===== src/rtl/vtr_pkg.sv =====
package vtr_pkg;
    localparam int IDX_W    = 5;
    localparam int N_TIMING = 16;

    // register numbers whose position other logic depends on
    localparam logic [IDX_W-1:0] IX_T_FIRST  = 5'd1;
    localparam logic [IDX_W-1:0] IX_T_LAST   = 5'd16;
    localparam logic [IDX_W-1:0] IX_CTRL     = 5'd18;
    localparam logic [IDX_W-1:0] IX_BASE     = 5'd19;
    localparam logic [IDX_W-1:0] IX_STRIDE   = 5'd20;
    localparam logic [IDX_W-1:0] IX_MON      = 5'd21;
    localparam logic [IDX_W-1:0] IX_DIV      = 5'd23;
    localparam logic [IDX_W-1:0] IX_INTEN    = 5'd25;
    localparam logic [IDX_W-1:0] IX_STATUS   = 5'd26;

    typedef struct packed {
        logic timing;
        logic ctrl;
        logic base;
        logic stride;
        logic mon;
        logic div;
        logic inten;
        logic status;
    } sel_t;

    // number of implemented bits of timing register idx
    function automatic int timing_bits(input int idx, input int tw);
        if (idx == 8)  return 10;
        if (idx == 14) return 8;
        return tw;
    endfunction
endpackage


===== src/rtl/vtr_decode.sv =====
module vtr_decode
    import vtr_pkg::*;
#(
    parameter int ADDR_W = 9,
    parameter int SLOT_W = 4
) (
    input  logic [ADDR_W-1:0] addr,
    output logic [SLOT_W-1:0] slot,
    output sel_t              sel
);
    logic [IDX_W-1:0] idx;
    logic [3:0]       unused_low;

    assign idx        = addr[ADDR_W-1:4];
    assign unused_low = addr[3:0];
    assign slot       = SLOT_W'(idx - IX_T_FIRST);

    always_comb begin
        sel = '0;
        if (idx >= IX_T_FIRST && idx <= IX_T_LAST) sel.timing = 1'b1;
        if (idx == IX_CTRL)   sel.ctrl   = 1'b1;
        if (idx == IX_BASE)   sel.base   = 1'b1;
        if (idx == IX_STRIDE) sel.stride = 1'b1;
        if (idx == IX_MON)    sel.mon    = 1'b1;
        if (idx == IX_DIV)    sel.div    = 1'b1;
        if (idx == IX_INTEN)  sel.inten  = 1'b1;
        if (idx == IX_STATUS) sel.status = 1'b1;
    end
endmodule


===== src/rtl/vtr_ctrl_latch.sv =====
module vtr_ctrl_latch #(
    parameter int              CTRL_W      = 11,
    parameter int              OFF_BIT     = 10,
    parameter int              TOGGLES     = 3,
    parameter logic [CTRL_W-1:0] COMMIT_INIT = 'h433
) (
    input  logic              clk,
    input  logic              rst_n,
    input  logic              wr,
    input  logic [CTRL_W-1:0] wdata,
    output logic [CTRL_W-1:0] ctrl_o,
    output logic              on_o
);
    localparam int CNT_W = $clog2(TOGGLES + 1);

    typedef struct packed {
        logic [CTRL_W-1:0] ctrl;
        logic [CTRL_W-1:0] committed;
        logic [CNT_W-1:0]  cnt;
        logic              on;
    } latch_t;

    latch_t st_d, st_q;

    always_comb begin
        st_d = st_q;
        if (wr && wdata != st_q.ctrl) begin
            st_d.ctrl = wdata;
            if (wdata[OFF_BIT] != st_q.ctrl[OFF_BIT]) begin
                st_d.cnt = '0;
            end else begin
                if (st_q.cnt != CNT_W'(TOGGLES)) st_d.cnt = st_q.cnt + CNT_W'(1);
                if (st_d.cnt == CNT_W'(TOGGLES) &&
                    wdata[OFF_BIT] != st_q.committed[OFF_BIT]) begin
                    st_d.on        = ~wdata[OFF_BIT];
                    st_d.committed = wdata;
                end
            end
        end
    end

    always_ff @(posedge clk or negedge rst_n) begin
        if (!rst_n) begin
            st_q           <= '0;
            st_q.committed <= COMMIT_INIT;
        end else begin
            st_q <= st_d;
        end
    end

    assign ctrl_o = st_q.ctrl;
    assign on_o   = st_q.on;
endmodule


===== src/rtl/vtr_irq.sv =====
module vtr_irq #(
    parameter int            ST_W     = 4,
    parameter logic [ST_W-1:0] VBL_BITS = 'hC
) (
    input  logic            clk,
    input  logic            rst_n,
    input  logic            vblank,
    input  logic            display_on,
    input  logic            enable,
    output logic [ST_W-1:0] status_o,
    output logic            irq_o
);
    typedef struct packed {
        logic [ST_W-1:0] status;
        logic            irq;
    } irq_t;

    irq_t st_d, st_q;

    always_comb begin
        st_d.status = vblank ? VBL_BITS : '0;
        st_d.irq    = vblank & display_on & enable;
    end

    always_ff @(posedge clk or negedge rst_n) begin
        if (!rst_n) st_q <= '0;
        else        st_q <= st_d;
    end

    assign status_o = st_q.status;
    assign irq_o    = st_q.irq;
endmodule


===== src/rtl/vtr_regfile.sv =====
module vtr_regfile
    import vtr_pkg::*;
#(
    parameter int ADDR_W     = 9,
    parameter int DATA_W     = 32,
    parameter int TW         = 12,
    parameter int BASE_W     = 22,
    parameter int STRIDE_W   = 15,
    parameter int ALIGN_W    = 5,
    parameter int DIV_W      = 2,
    parameter int INTEN_W    = 4,
    parameter int IRQ_EN_BIT = 2,
    parameter int CTRL_W     = 11,
    parameter int ST_W       = 4,
    parameter int MON_W      = 3,
    parameter int MON_SHIFT  = 6
) (
    input  logic                   clk,
    input  logic                   rst_n,
    input  logic                   bus_wr,
    input  logic                   bus_rd,
    input  logic [ADDR_W-1:0]      bus_addr,
    input  logic [DATA_W-1:0]      bus_wdata,
    output logic [DATA_W-1:0]      bus_rdata,
    input  logic                   vblank,
    input  logic [MON_W-1:0]       mon_id,
    output logic [N_TIMING*TW-1:0] timing_o,
    output logic [BASE_W-1:0]      fb_base_o,
    output logic [STRIDE_W-1:0]    row_stride_o,
    output logic [DIV_W-1:0]       clk_div_o,
    output logic                   display_on_o,
    output logic                   irq_o,
    output logic                   commit_o
);
    localparam int SLOT_W = $clog2(N_TIMING);
    localparam logic [BASE_W-1:0]   BASE_KEEP   = {{(BASE_W-ALIGN_W){1'b1}}, {ALIGN_W{1'b0}}};
    localparam logic [STRIDE_W-1:0] STRIDE_KEEP = {{(STRIDE_W-ALIGN_W){1'b1}}, {ALIGN_W{1'b0}}};

    typedef struct packed {
        logic [N_TIMING-1:0][TW-1:0] timing;
        logic [BASE_W-1:0]           base;
        logic [STRIDE_W-1:0]         stride;
        logic [DIV_W-1:0]            div;
        logic [INTEN_W-1:0]          inten;
        logic [DATA_W-1:0]           rdata;
        logic                        commit;
    } regs_t;

    regs_t st_d, st_q;

    sel_t                 sel;
    logic [SLOT_W-1:0]    slot;
    logic [CTRL_W-1:0]    ctrl_w;
    logic                 display_on_w;
    logic [ST_W-1:0]      status_w;
    logic                 inten_irq_w;
    logic [DATA_W-1:0]    rd_val;
    logic [DATA_W-1:0]    unused_wdata;
    logic [N_TIMING-1:0][TW-1:0] tmask;

    assign unused_wdata = bus_wdata;
    assign inten_irq_w  = st_q.inten[IRQ_EN_BIT];

    vtr_decode #(.ADDR_W(ADDR_W), .SLOT_W(SLOT_W)) u_dec (
        .addr (bus_addr),
        .slot (slot),
        .sel  (sel)
    );

    vtr_ctrl_latch #(.CTRL_W(CTRL_W)) u_ctrl (
        .clk    (clk),
        .rst_n  (rst_n),
        .wr     (bus_wr & sel.ctrl),
        .wdata  (bus_wdata[CTRL_W-1:0]),
        .ctrl_o (ctrl_w),
        .on_o   (display_on_w)
    );

    vtr_irq #(.ST_W(ST_W)) u_irq (
        .clk        (clk),
        .rst_n      (rst_n),
        .vblank     (vblank),
        .display_on (display_on_w),
        .enable     (inten_irq_w),
        .status_o   (status_w),
        .irq_o      (irq_o)
    );

    // per-register keep masks and parameter outputs
    for (genvar k = 0; k < N_TIMING; k++) begin : g_timing
        assign tmask[k] = TW'((1 << timing_bits(k + 1, TW)) - 1);
        assign timing_o[k*TW +: TW] = st_q.timing[k];
    end

    always_comb begin
        rd_val = '0;
        if (sel.timing) rd_val = DATA_W'(st_q.timing[slot]);
        if (sel.ctrl)   rd_val = DATA_W'(ctrl_w);
        if (sel.base)   rd_val = DATA_W'(st_q.base);
        if (sel.stride) rd_val = DATA_W'(st_q.stride);
        if (sel.mon)    rd_val = DATA_W'({mon_id, {MON_SHIFT{1'b0}}});
        if (sel.div)    rd_val = DATA_W'(st_q.div);
        if (sel.inten)  rd_val = DATA_W'(st_q.inten);
        if (sel.status) rd_val = DATA_W'(status_w);
    end

    always_comb begin
        st_d        = st_q;
        st_d.commit = 1'b0;
        if (bus_wr) begin
            if (sel.timing) st_d.timing[slot] = bus_wdata[TW-1:0] & tmask[slot];
            if (sel.base)   st_d.base   = bus_wdata[BASE_W-1:0] & BASE_KEEP;
            if (sel.stride) st_d.stride = bus_wdata[STRIDE_W-1:0] & STRIDE_KEEP;
            if (sel.div)    st_d.div    = bus_wdata[DIV_W-1:0];
            if (sel.inten)  st_d.inten  = bus_wdata[INTEN_W-1:0];
            st_d.commit = display_on_w &
                          (sel.timing | sel.base | sel.stride | sel.div);
        end
        if (bus_rd) st_d.rdata = rd_val;
    end

    always_ff @(posedge clk or negedge rst_n) begin
        if (!rst_n) st_q <= '0;
        else        st_q <= st_d;
    end

    assign bus_rdata    = st_q.rdata;
    assign fb_base_o    = st_q.base;
    assign row_stride_o = st_q.stride;
    assign clk_div_o    = st_q.div;
    assign display_on_o = display_on_w;
    assign commit_o     = st_q.commit;
endmodule


===== config.mk =====
export PLATFORM = sky130hd
export DESIGN_NAME = vtr_regfile
export DESIGN_NICKNAME = d
export VERILOG_FILES = /design/src/rtl/vtr_pkg.sv /design/src/rtl/vtr_decode.sv /design/src/rtl/vtr_ctrl_latch.sv /design/src/rtl/vtr_irq.sv /design/src/rtl/vtr_regfile.sv
export SDC_FILE = /design/constraint.sdc
export NUM_CORES = 1
export LEC_CHECK = 0
export CORE_MARGIN = 2
export CORE_UTILIZATION = 45
export CTS_CLUSTER_SIZE = 25
export DETAILED_ROUTE_END_ITERATION = 6
export DONT_BUFFER_PORTS = 1
export GPL_TIMING_DRIVEN = 0
export MAX_ROUTING_LAYER = met4
export PLACE_DENSITY = 0.68
export SLEW_MARGIN = 10
export SYNTH_ARGS = -nofsm -noshare
export SYNTH_HDL_FRONTEND = slang
export SYNTH_SLANG_ARGS = --single-unit
export TNS_END_PERCENT = 50

===== constraint.sdc =====
create_clock -name clk -period 3.19 [get_ports clk]
set_input_delay 0.957 -clock clk [delete_from_list [all_inputs] [get_ports clk]]
set_output_delay 0.957 -clock clk [all_outputs]
set_load 0.03 [all_outputs]

# Word-level counts from Yosys, hierarchy flattened
# Memory sizes are Yosys's and may differ from the RTL's.
# Index checks and enable logic that the tools add are counted.
[classes]
n_addsub = 2
n_lt_le_gt_ge = 4
eq_ne = 12
mux = 28
n_bitwise = 10
reduce_logical = 10
[ops]
columns = ["op", "count"]
rows = [
  ["bitwise mux 192 bit", 1],
  ["two-way mux 32 bit", 4],
  ["two-way mux 12 bit", 5],
  ["binary-select mux 12 bit (select 4 bit)", 1],
  ["demux 12 bit (select 4 bit)", 1],
  ["two-way mux 22 bit", 2],
  ["== test 5 bit, second input constant", 7],
  ["bitwise AND 12 bit", 1],
  ["inequality test 11 bit", 1],
  ["AND reduction 2 bit", 5],
  ["two-way mux 1 bit", 9],
  ["two-way mux 2 bit", 4],
  ["greater-or-equal comparator 5 x 1 -> 1 bit, second input constant", 1],
  ["less-or-equal comparator 5 bit, second input constant", 1],
  ["< comparator 4 x 5 -> 1 bit, second input constant", 1],
  ["bitwise AND 1 bit", 4],
  ["greater-or-equal comparator 4 x 1 -> 1 bit, second input constant", 1],
  ["logical AND 1 bit", 4],
  ["two-way mux 4 bit", 1],
  ["subtractor 4 x 1 -> 4 bit, second input constant", 1],
  ["OR 1 bit", 3],
  ["AND reduction 3 bit", 1],
  ["adder 2 x 1 -> 2 bit, second input constant", 1],
  ["== test 2 bit, second input constant", 1],
  ["other kinds (3)", 5],
]
[word_totals]
ff_bits = 288
rom_bits = 192
out_inout_bits = 266
mem_count = 1
[memory_table]
columns = ["memory", "depth", "width", "read_ports", "rd_clocked_by_memory_dff", "wr", "line_no", "source"]
rows = [
  ["(name not given)", 16, 12, 1, 0, 0, "vtr_regfile.sv:111", "if (sel.timing) st_d.timing[slot] = bus_wdata[TW-1:0] & tmask[slot];"],
]

# Depth between registers and ports, before layout
[logic_depth]
ltp_word = 11
mapped_depth = 11
depth_no_buf = 7

# By module
# From an unflattened synthesis, not the netlist that was laid out.
[hier_totals]
hier_cells = 1288
hier_area_um2 = 14301.2
[by_module_without_submodules]
columns = ["module", "n_inst", "cells_per_inst", "area_each_um2", "seq_area_each_um2"]
rows = [
  ["vtr_regfile", 1, 1184, 13195.2, 6206.0],
  ["vtr_ctrl_latch", 1, 68, 817.0, 376.6],
  ["vtr_decode", 1, 29, 206.4, 0.0],
  ["vtr_irq", 1, 7, 82.6, 50.0],
]

# Worst setup path after synthesis
# OpenSTA, ideal clock, no wires.
[synth_path]
kind = "in2reg"
start = "input bus_addr[4]"
end = "register st_q, in the netlist bus_rdata[3]"
setup_ps = 136
t_arrival_ps = 3725
required_ps = 3054
slack_ps = -671
stages = 11
path_buffers = 5
path_cell_list = "buf_2 > buf_2 > buf_2 > inv_1 > ha_1 > clkbuf_1 > clkbuf_1 > mux4_2 > mux2_2 > o2111ai_1 > o211ai_1"
[synth_via]
elab_chain_cells = 11
elab_cells_between_ends = 29
classes_between = "add/sub: 1; order compare: 2; eq/ne: 7; mux: 18; reduce/logical: 1"
[synth_rtl]
columns = ["item", "line_no", "source"]
rows = [
  ["from (decl)", "vtr_regfile.sv:22", "input logic [ADDR_W-1:0] bus_addr,"],
  ["subtractor 4 x 1 -> 4 bit (tied with other cells)", "vtr_decode.sv:16", "assign slot = SLOT_W'(idx - IX_T_FIRST);"],
  ["binary-select mux 12 bit (select 4 bit) / logical AND 1 bit (equally long branches)", "vtr_regfile.sv:97, vtr_decode.sv:20", ""],
  ["two-way mux 12 bit (implied by the code) / two-way mux 1 bit (equally long branches)", "vtr_regfile.sv:97, vtr_decode.sv:20", ""],
  ["two-way mux 12 bit", "vtr_regfile.sv:97", "if (sel.timing) rd_val = DATA_W'(st_q.timing[slot]);"],
  ["two-way mux 12 bit", "vtr_regfile.sv:98", "if (sel.ctrl) rd_val = DATA_W'(ctrl_w);"],
  ["two-way mux 22 bit", "vtr_regfile.sv:99", "if (sel.base) rd_val = DATA_W'(st_q.base);"],
  ["two-way mux 22 bit", "vtr_regfile.sv:100", "if (sel.stride) rd_val = DATA_W'(st_q.stride);"],
  ["two-way mux 32 bit", "vtr_regfile.sv:101", "if (sel.mon) rd_val = DATA_W'({mon_id, {MON_SHIFT{1'b0}}});"],
  ["two-way mux 32 bit", "vtr_regfile.sv:102", "if (sel.div) rd_val = DATA_W'(st_q.div);"],
  ["two-way mux 32 bit", "vtr_regfile.sv:103", "if (sel.inten) rd_val = DATA_W'(st_q.inten);"],
  ["two-way mux 32 bit *", "vtr_regfile.sv:104", "if (sel.status) rd_val = DATA_W'(status_w);"],
  ["to (signal assigned)", "vtr_regfile.sv:124", "else st_q <= st_d;"],
  ["to (decl)", "vtr_regfile.sv:49", "regs_t st_d, st_q;"],
]
# Every way passes the cells marked *; elsewhere a longest branch is shown, timed or not. The select of a mux whose other input is x is not followed.
# A chain may end at the register's enable or synchronous reset.

# Worst setup path after layout
[layout_path]
start = "input bus_addr[4]"
end = "register st_q, in the netlist timing_o[29]"
[layout_via]
elab_chain_cells = 6
elab_cells_between_ends = 15
classes_between = "add/sub: 1; order compare: 4; mux: 5; bitwise: 1; reduce/logical: 3; memory: 1"
[layout_rtl]
columns = ["item", "line_no"]
rows = [
  ["subtractor 4 x 1 -> 4 bit", "vtr_decode.sv:16"],
  ["< comparator 4 x 5 -> 1 bit (implied by the code) / greater-or-equal comparator 4 x 1 -> 1 bit (equally long branches)", "vtr_regfile.sv:111"],
  ["logical AND 1 bit (implied by the code)", "vtr_regfile.sv:111"],
  ["two-way mux 12 bit (implied by the code)", "vtr_regfile.sv:111"],
  ["demux 12 bit (select 4 bit)", "vtr_regfile.sv:111"],
  ["bitwise mux 192 bit", "vtr_regfile.sv:111"],
]
# Parallel ways exist; a longest one is shown, timed or not. The select of a mux whose other input is x is not followed.

==> flow_summary_export.csv <==
group,metric,value,unit
pwr,power,0.0128,W
clock_tree,htreeDepth,1,
global_routing,grt_max_degree,266,
setup_path,r2r_slack,1.04,ns
global_routing,grt_pass1_wl,59.7,mm
floorplan,start_util,45.5,%
yosys,synth-edff-count,0,
sta,worst_pin_slew,0.967,ns
pwr,ir_drop,483,µV
clock_tree,ctsHoldBuffers,0,
clock_tree,clock_sinks,265,
yosys,yosys_warnings,0,
global_routing,grt_pass1_vias,8903,
yosys,synth_cell_types,72,
yosys,synthArstFlopShare,100,%
setup_path,crit_type,"input port to flip-flop",
route,drtIter0Drc,611,
global_routing,grt-ovfl-total,0,
final_layout,antenna_cells,0,
floorplan,boundaryPins,315,
sta,post-route-min-period,3.10,ns
clock_tree,worstSkewPairLatency,0.56,ns
sta,finalHoldViolCount,0,
pwr,power_density,789,nW/µm²
route,route.detailed.drc,0,
run,maxCapViolations,0,
floorplan,core_area,31500,µm²
sta,finalClockSkew,0.0110,ns
sta,final_max_slew_viol_count,0,
final_layout,final_layout_size_suffix_gt1_share,55.4,%
route,drt_pass1_iterations,5,
placed_design,io_buffers,0,
clock_tree,cts_tree,"built",
yosys,synth_cells,1107,
floorplan,dieArea,33300,µm²
yosys,yosys.area_share.simple,4.38,%
setup_path,reg2reg_depth,6,
floorplan,die_h,182,µm
sta,fin_ws,0.0865,ns
setup_path,cp_data_arrival_time,3.54,ns
clock_tree,cts_root_buf,"clkbuf_16",
floorplan,placementRows,65,
placed_design,dp_slack,-1.29,ns
final_layout,fin_nets,1220,
min_path,hp-class,"input port to asynchronous set/reset pin",
yosys,synth_compound_area_share,4.64,%
setup_path,rr_endpoint,"u_ctrl.on_o",
placed_design,place_hpwl,28.8,mm
global_routing,grt_usage,25.1,%
clock_tree,path_clk_slew,0.06,ns
yosys,synth_mux_area_share,26.8,%
setup_path,crit_path_start_kind,"input port",
final_layout,stdcell_count,1591,
yosys,synth_seq_area_share,46.3,%
floorplan,die_w,182,µm
sta,relSlewSlack,35.5,%
yosys,synth_xor_area_share,0.734,%
yosys,ys_seq_elements,265,
yosys,synth_area,14300,µm²
route,wl_per_cell,25.9,µm
setup_path,r2r_start,"u_ctrl.ctrl_o[10]",
setup_path,cp_max_fo,10,
final_layout,syn_to_final_growth,13.4,%
route,routed_wl,41.1,mm
setup_path,crit_path_start,"bus_addr[4]",
yosys,synth_flop_cell,"dfrtp_1",
sta,fin_crit_sh,97.3,%
yosys,synth_top_family_by_area,"multiplexers",
placed_design,gp_congestion,0.876,
final_layout,fillers,2751,
pwr,leakage,7.76,nW
placed_design,dpl.cell_count,1528,
sta,setup_viol,0,
outcome,status,"finished clean",
route,viasPerCell,5.59,
global_routing,antenna_found_initial,0,
route,ant_nets,0,
clock_tree,cts-buffers-inserted,30,
clock_tree,cts_buffer_depth,3,
yosys,synthAdderAreaFrac,0.524,%
route,num_vias,8899,
setup_path,crit_required,3.63,ns
setup_path,end_kind,"flip-flop",
yosys,syn_avg_cell_area,12.9,µm²
sta,max_freq,322,MHz
sta,timing.hold.ws,0.101,ns
[layout make-up]
class | count | area [µm²] | share of cell area, %
clock buffers | 41 | 873 | 5.38
clock inverters | 15 | 233 | 1.43
inverters | 9 | 33.8 | 0.208
well taps | 402 | 503 | 3.10
plain buffers | 330 | 2420 | 14.9
multi-input cells | 522 | 5500 | 33.8
flip-flops and latches | 265 | 6630 | 40.8
repair buffers | 7 | 52.6 | 0.323
[registers in the layout (all words and copies together) (netlist names)]
register / flops
row_stride_o: 10
u_irq.irq_o: 1
fb_base_o: 17
inten_irq_w: 1
u_ctrl.st_q: 3
u_ctrl.ctrl_o: 11
u_irq.status_o: 1
commit_o: 1
clk_div_o: 2
st_q: 3
bus_rdata: 22
timing_o: 192
u_ctrl.on_o: 1
[cells in the mapped netlist, types with 3 or more instances]
cell       number  area share, %
nand2_1        38            1.0
xor2_1         12           0.73
buf_4         278             15
nand2b_1        5           0.22
mux2i_1         9           0.63
o2bb2ai_1       3           0.18
o21ai_0        14           0.49
a22oi_1         4           0.21
mux2_1          4           0.31
o22a_1          4           0.24
mux4_2         54            8.5
inv_1           9           0.24
and2_1         11           0.48
nand3b_1        4           0.21
buf_2          13           0.45
a221o_1         3           0.21
clkbuf_1       34           0.89
mux2_2        221             17
nor3b_1         4           0.21
a22o_1          9           0.55
nand3_1        11           0.38
nor2b_1         3           0.13
a2111o_1        3           0.24
a21oi_1        13           0.45
ha_1            6           0.52
nor3_1          8           0.28
and3_1          7           0.31
dfrtp_1       264             46
[per-layer routing]
metal	global-route usage, %	share of wire (%)	vias up
li1	-	-	3798
met1	31.3	41	4612
met2	39.8	47	405
met3	7.54	9.0	84
met4	7.45	3.0	0
met5	-	0	-
[report_power, final]
group          switching [W]  internal, W  leakage [nW]  total, W
clock                0.00144      0.00239         0.539   0.00383
combinational        0.00242      0.00183          3.81   0.00425
sequential          0.000639      0.00410          3.41   0.00474
total                0.00450      0.00832          7.76    0.0128
[worst max path at each step]
stage | to | slack (ns) | cells past startpoint
after global placement | bus_rdata[3] | -1.33 | 10
after floorplan | u_ctrl.ctrl_o[8] | 0.008 | 10
final | timing_o[29] | 0.09 | 11
after detailed placement | bus_rdata[3] | -1.29 | 10
after CTS | bus_rdata[1] | 0.007 | 10
after global routing | timing_o[110] | -0.01 | 11
[through the flow]
step	util [%]	TNS, ns	instance area [µm²]
after floorplan	-	0	14500
after global placement	47.5	-101.44	15000
after detailed placement	47.5	-108.42	15000
after CTS	51.3	0	16100
after global routing	51.6	-0.0145	16200
final	51.6	0	16200
[placed cells by master (no fill, tap or decap), types with 7 or more instances in the layout]
cell type    n
o21ai_0     14
a22o_1       9
mux2_2     221
buf_4      286
buf_2        8
nor3_1       8
mux4_2      54
clkbuf_8     8
and2_1      11
and3_1       7
conb_1      20
xor2_1      12
mux2i_1      8
clkbuf_16   31
inv_1        9
a21oi_1     13
dfrtp_1    264
clkbuf_1    32
nand2_1     38
nand3_1      9
[worst max-delay path: stages]
cell	delay [ns]
buf_4	0.15
buf_8	0.17
buf_8	0.17
inv_1	0.17
ha_2	0.28
nor3b_4	0.26
o22a_1	0.25
and3_1	0.29
nand3_1	0.22
buf_4	0.29
mux2_2	0.30
[what timing repair did]
action | 4_1_cts | 5_1_grt
setup endpoints to repair | 48 | 90
pin swaps | 2 | 2
resized for setup | 11 | 16
buffers inserted | 2 | 5
endpoints found under the hold margin | 0 | 0
[cell families after synthesis]
logic type	count (synthesis)
mux	288
flops	265
buf+inv	339
xor+xnor	12
compound gates	86
simple gates	110
fa+ha+maj	6
other cells	1
(Power assumes the default switching activity.)
